File: src/rtl/dly_ofs_pkg.sv
package dly_ofs_pkg;

    localparam int SET_W      = 6;
    localparam int NARROW_W   = 5;
    localparam int SUM_W      = SET_W + 2;
    localparam int WIDE_MAX   = (1 << SET_W) - 1;
    localparam int NARROW_MAX = (1 << NARROW_W) - 1;

    typedef logic [SET_W-1:0]        setting_t;
    typedef logic signed [SUM_W-1:0] sum_t;

    typedef enum logic [1:0] {
        OFS_STATIC = 2'd0,
        OFS_ADD    = 2'd1,
        OFS_SUB    = 2'd2,
        OFS_SEL    = 2'd3
    } ofs_mode_e;

    typedef struct packed {
        setting_t value;
        logic     sat;
    } adj_t;

    function automatic setting_t gray_to_bin(input setting_t g);
        setting_t b;
        b[SET_W-1] = g[SET_W-1];
        for (int i = SET_W - 2; i >= 0; i--) begin
            b[i] = b[i+1] ^ g[i];
        end
        return b;
    endfunction

    function automatic setting_t bin_to_gray(input setting_t b);
        return b ^ (b >> 1);
    endfunction

endpackage

File: src/rtl/dly_ofs_decode.sv
module dly_ofs_decode
    import dly_ofs_pkg::*;
(
    input  logic     wide_mode,
    input  setting_t gray_in,
    output setting_t base_bin
);
    localparam int HIGH_BITS = SET_W - NARROW_W;

    setting_t masked;

    // In five-bit mode the upper bits are dropped before the decode.
    always_comb begin
        masked = gray_in;
        if (!wide_mode) begin
            masked[SET_W-1 -: HIGH_BITS] = '0;
        end
    end

    assign base_bin = gray_to_bin(masked);

endmodule

File: src/rtl/dly_ofs_arith.sv
module dly_ofs_arith
    import dly_ofs_pkg::*;
#(
    parameter ofs_mode_e MODE       = OFS_SEL,
    parameter int        STATIC_OFS = 0
) (
    input  logic     wide_mode,
    input  setting_t base_bin,
    input  setting_t dyn_ofs,
    input  logic     add_sel,
    output adj_t     result
);
    localparam sum_t CEIL_WIDE   = sum_t'(WIDE_MAX);
    localparam sum_t CEIL_NARROW = sum_t'(NARROW_MAX);
    localparam sum_t STATIC_S    = sum_t'(STATIC_OFS);

    sum_t base_s;
    sum_t dyn_s;
    sum_t ofs_s;
    sum_t sum_s;
    sum_t ceil_s;

    assign base_s = sum_t'({2'b00, base_bin});
    assign dyn_s  = sum_t'({2'b00, dyn_ofs});
    assign ceil_s = wide_mode ? CEIL_WIDE : CEIL_NARROW;

    // The offset source and its sign are fixed by MODE at elaboration.
    generate
        if (MODE == OFS_STATIC) begin : g_static
            assign ofs_s = STATIC_S;
        end else if (MODE == OFS_ADD) begin : g_add
            assign ofs_s = dyn_s;
        end else if (MODE == OFS_SUB) begin : g_sub
            assign ofs_s = -dyn_s;
        end else begin : g_sel
            assign ofs_s = add_sel ? dyn_s : -dyn_s;
        end
    endgenerate

    assign sum_s = base_s + ofs_s;

    always_comb begin
        if (sum_s < 0) begin
            result.value = '0;
            result.sat   = 1'b1;
        end else if (sum_s > ceil_s) begin
            result.value = setting_t'(ceil_s);
            result.sat   = 1'b1;
        end else begin
            result.value = setting_t'(sum_s);
            result.sat   = 1'b0;
        end
    end

endmodule

File: src/rtl/dly_ofs_adjust.sv
module dly_ofs_adjust
    import dly_ofs_pkg::*;
#(
    parameter ofs_mode_e MODE       = OFS_SEL,
    parameter int        STATIC_OFS = 0
) (
    input  logic             clk,
    input  logic             rst,
    input  logic             wide_mode,
    input  logic [SET_W-1:0] dly_gray_in,
    input  logic [SET_W-1:0] dyn_ofs,
    input  logic             add_sel,
    output logic [SET_W-1:0] dly_gray_out,
    output logic             sat
);
    setting_t base_bin;
    adj_t     adj;
    setting_t out_bin;

    dly_ofs_decode u_decode (
        .wide_mode (wide_mode),
        .gray_in   (dly_gray_in),
        .base_bin  (base_bin)
    );

    dly_ofs_arith #(
        .MODE       (MODE),
        .STATIC_OFS (STATIC_OFS)
    ) u_arith (
        .wide_mode (wide_mode),
        .base_bin  (base_bin),
        .dyn_ofs   (dyn_ofs),
        .add_sel   (add_sel),
        .result    (adj)
    );

    always_ff @(posedge clk) begin
        if (rst) begin
            dly_gray_out <= bin_to_gray('0);
            sat          <= 1'b0;
        end else begin
            dly_gray_out <= bin_to_gray(adj.value);
            sat          <= adj.sat;
        end
    end

    assign out_bin = gray_to_bin(dly_gray_out);

    // a reset edge leaves a zero setting and a clear flag
    a_r2_reset_clear: assert property (@(posedge clk)
        $past(rst) |-> (dly_gray_out == '0 && !sat));

    // five-bit mode never drives the top output bit
    a_r5_narrow_msb: assert property (@(posedge clk) disable iff (rst)
        !wide_mode |=> !dly_gray_out[SET_W-1]);

    // a clamped result always sits on a limit
    a_r11_sat_on_limit: assert property (@(posedge clk) disable iff (rst)
        sat |-> (out_bin == '0 || out_bin == setting_t'(NARROW_MAX)
                 || out_bin == setting_t'(WIDE_MAX)));

    generate
        if (MODE == OFS_ADD) begin : g_chk_add
            // adding never lowers the setting
            a_r8_not_below: assert property (@(posedge clk) disable iff (rst)
                1'b1 |=> out_bin >= $past(base_bin));
        end
        if (MODE == OFS_SUB) begin : g_chk_sub
            // subtracting never raises the setting
            a_r9_not_above: assert property (@(posedge clk) disable iff (rst)
                1'b1 |=> out_bin <= $past(base_bin));
        end
    endgenerate

endmodule

File: config.mk
export PLATFORM = sky130hd
export DESIGN_NAME = dly_ofs_adjust
export DESIGN_NICKNAME = d
export VERILOG_FILES = /design/src/rtl/dly_ofs_pkg.sv /design/src/rtl/dly_ofs_decode.sv /design/src/rtl/dly_ofs_arith.sv /design/src/rtl/dly_ofs_adjust.sv
export SDC_FILE = /design/constraint.sdc
export NUM_CORES = 1
export LEC_CHECK = 0
export CAP_MARGIN = 20
export CORE_MARGIN = 5
export CORE_UTILIZATION = 46
export DETAILED_ROUTE_END_ITERATION = 8
export GPL_TIMING_DRIVEN = 0
export HOLD_SLACK_MARGIN = 0.03
export PLACE_DENSITY = 0.78
export SLEW_MARGIN = 40
export SYNTH_ARGS = -nofsm -noshare
export SYNTH_HDL_FRONTEND = slang
export SYNTH_HIERARCHICAL = 1
export SYNTH_SLANG_ARGS = --single-unit
File: constraint.sdc
create_clock -name clk -period 4.46 [get_ports clk]
set_input_delay 0.669 -clock clk [delete_from_list [all_inputs] [get_ports clk]]
set_output_delay 0.669 -clock clk [all_outputs]
set_load 0.005 [all_outputs]
==> impl_metrics.json <==
{
  "synth_top_area_share_pct": 17.7,
  "synth_ff_type": "dfxtp_1",
  "routed_via_density": 5.26,
  "crit_chain": "clkdlybuf4s50_1, nand2_1, xnor3_1, xor2_1, ha_1, nand3_1, a21oi_1, o21a_1, nor2_1, ha_1, nand3_1, o41ai_2, and2_2, a21oi_1, xnor2_1, nor2_1",
  "cts_tree": "done",
  "synth.most_common_cell": "nor2_1",
  "p_sw_mw": 0.142,
  "netSwitchingFraction_pct": 37.0,
  "worst_pin_slew_ns": 0.378,
  "drcViolationCount": 0,
  "grt_max_degree": 8,
  "ys_ff_latch": 7,
  "ys_seq_area_share_pct": 17.7,
  "max_freq_ghz": 0.245,
  "hold_class": "in -> reg",
  "grt_pass1_vias": 705,
  "via_count": 715,
  "root_buffer": "clkbuf_4",
  "hold_viol_final": 0,
  "pwr-share-seq_pct": 21.9,
  "slew_headroom_pct": 74.6,
  "gr-total-overflow": 0,
  "grt_pass1_wl_um": 2610,
  "clockBufferDepth": 2,
  "nNetsFinal": 146,
  "fin_crit_ns": 4.08,
  "drt_first_iter_violations": 3,
  "synth_area_sq_um": 790,
  "drive_gt1_share_pct": 8.40,
  "power_density_nw_per_um2": 362,
  "power.internal_mw": 0.241,
  "ios": 23,
  "dp_hpwl_um": 1370,
  "synthesis.nets": 119,
  "initial_utilization_pct": 47.3,
  "clkPwrFrac_pct": 14.7,
  "synth_cell_types": 25,
  "drv_cap": 0,
  "place.gp.congestion": 0.786,
  "worst_hold_path.endpoint": "dly_gray_out[1]",
  "multiInputGateArea_sq_um": 627,
  "min_from": "rst",
  "p_leak_nw": 0.463,
  "portBuffers": 22,
  "die_y_um": 51.4,
  "cts_hold_buf": 0,
  "finalSetupTns_ns": 0,
  "netlist_top_cells_count": "13 x nor2_1, 10 x a21oi_1, 10 x xnor2_1, 9 x ha_1, 8 x xor2_1",
  "antenna_found_initial": 0,
  "syn_avg_cell_area_sq_um": 8.49,
  "routed_wl_um": 1550,
  "ant_nets": 0,
  "synthCells": 93,
  "post_cts_buffers": 0,
  "status": "complete, no violations",
  "wl_per_cell_um": 11.4,
  "clock-sinks": 7,
  "worst_setup_path_end_kind": "flip-flop",
  "cts.clk_slew.worst_paths_ns": 0.05,
  "hold_path_depth": 2,
  "num_rows": 15,
  "peakVddDrop_uv": 131,
  "rsz0062_at_grt": "no",
  "crit_path_top_delay_cell": "xnor3_1",
  "seq_area_sq_um": 140,
  "start_kind": "primary input",
  "synth_warnings": 6,
  "cp_num_buf_inv": 1,
  "cts_resized": 0,
  "cp_slowest_stage_delay_ns": 0.52,
  "crit_required_ns": 4.60,
  "area_growth_pct": 33.9,
  "drt_first_pass_iters": 4,
  "insertedDiodeCount": 0,
  "critPathKind": "in -> reg",
  "slew_viol_final": 0,
  "ctsHtreeMaxLevel": 1,
  "synth_area_leaders": "dfxtp_1 18%, ha_1 14%, xnor2_1 11%, xor2_1 8.9%, a21oi_1 6.3%",
  "fillers": 154,
  "timing.final.crit_share_pct": 91.5,
  "die_width_um": 51.4,
  "crit_arrival_ns": 4.22,
  "path_delay_family": "compound AO/OA/AOI/OAI gates",
  "async_reset_ff_share_pct": 0,
  "final_area_sq_um": 1060,
  "combPwrFrac_pct": 63.4,
  "cts_buffers": 3,
  "grt_util_all_layers_pct": 13.1,
  "synth_edf_count": 0,
  "core_area_sq_um": 1670,
  "synth_top_area_cell": "dfxtp_1",
  "die_area_sq_um": 2650,
  "placed_cell_area_sq_um": 1030,
  "finalSetupViolations": 0,
  "crit_fanout": 6
}
==> kinds of logic after synthesis <==
group	share of synthesized area, %
buffers and inverters	2.85
XOR/XNOR	24.9
AO/OA/AOI/OAI	19.7
AND/OR/NAND/NOR	16.6
multiplexers	1.43
adder cells (fa/ha/maj)	16.8
flip-flops	17.7
==> metal layers <==
layer,up-vias,GRT usage [%],part of all wire [%]
li1,366,-,-
met1,327,11.3,37
met2,18,26.1,55
met3,4,2.04,5.2
met4,0,10.0,2.3
met5,-,0,0
==> state kept, by name, indices dropped and copies added (netlist names) <==
name          cells
sat               1
dly_gray_out      6
==> area by class of cell <==
type / count / share of cell area [%]
well taps: 17 / 2.01
inverters: 6 / 2.13
multi-input cells: 80 / 59.3
flip-flops and latches: 7 / 13.3
clock buffers: 4 / 2.49
repair buffers: 22 / 20.8
==> power by group through the flow <==
stage | Combinational (mW) | Sequential [mW] | Clock, mW
after floorplan | 0.163 | 0.0885 | 0
final | 0.243 | 0.0840 | 0.0562
after global placement | 0.236 | 0.0854 | 0
after global routing | 0.270 | 0.0861 | 0.0633
after detailed placement | 0.244 | 0.0855 | 0
after CTS | 0.246 | 0.0843 | 0.0600
==> through the flow <==
step / hold slack (ns) / worst slack, ns / utilization [%] / std cells / total power [mW]
floorplan: 0.741 / 0.906 / - / 93 / 0.252
global placement: 1.36 / 0.200 / 61.7 / 132 / 0.321
detailed placement: 1.36 / 0.0992 / 61.7 / 132 / 0.330
CTS: 1.10 / 0.361 / 63.3 / 136 / 0.390
global route: 1.15 / 0.0848 / 63.3 / 136 / 0.419
finish: 1.10 / 0.380 / 63.3 / 136 / 0.383
==> how the worst max path moves through the flow <==
stage / endpoint / cells after the start / from
2_1_floorplan: dly_gray_out[2] / 13 / wide_mode
3_3_place_gp: dly_gray_out[3] / 14 / wide_mode
3_5_place_dp: dly_gray_out[2] / 14 / wide_mode
4_1_cts: dly_gray_out[2] / 14 / wide_mode
5_1_grt: dly_gray_out[2] / 16 / wide_mode
6_report: dly_gray_out[2] / 16 / wide_mode
==> cells in the final DEF, fill, tap and decap left out, types with 2 or more instances in the layout <==
master / instances
clkdlybuf4s50_1: 22
nor2_1: 13
xnor2_1: 10
a21oi_1: 10
ha_1: 9
xor2_1: 8
dfxtp_1: 7
inv_1: 6
nand2_1: 5
clkbuf_4: 3
nand3_1: 3
a21o_1: 3
nor2b_1: 2
nor3_1: 2
nand2b_1: 2
o21ai_0: 2
Note: power is estimated with default switching activity, not from simulation.
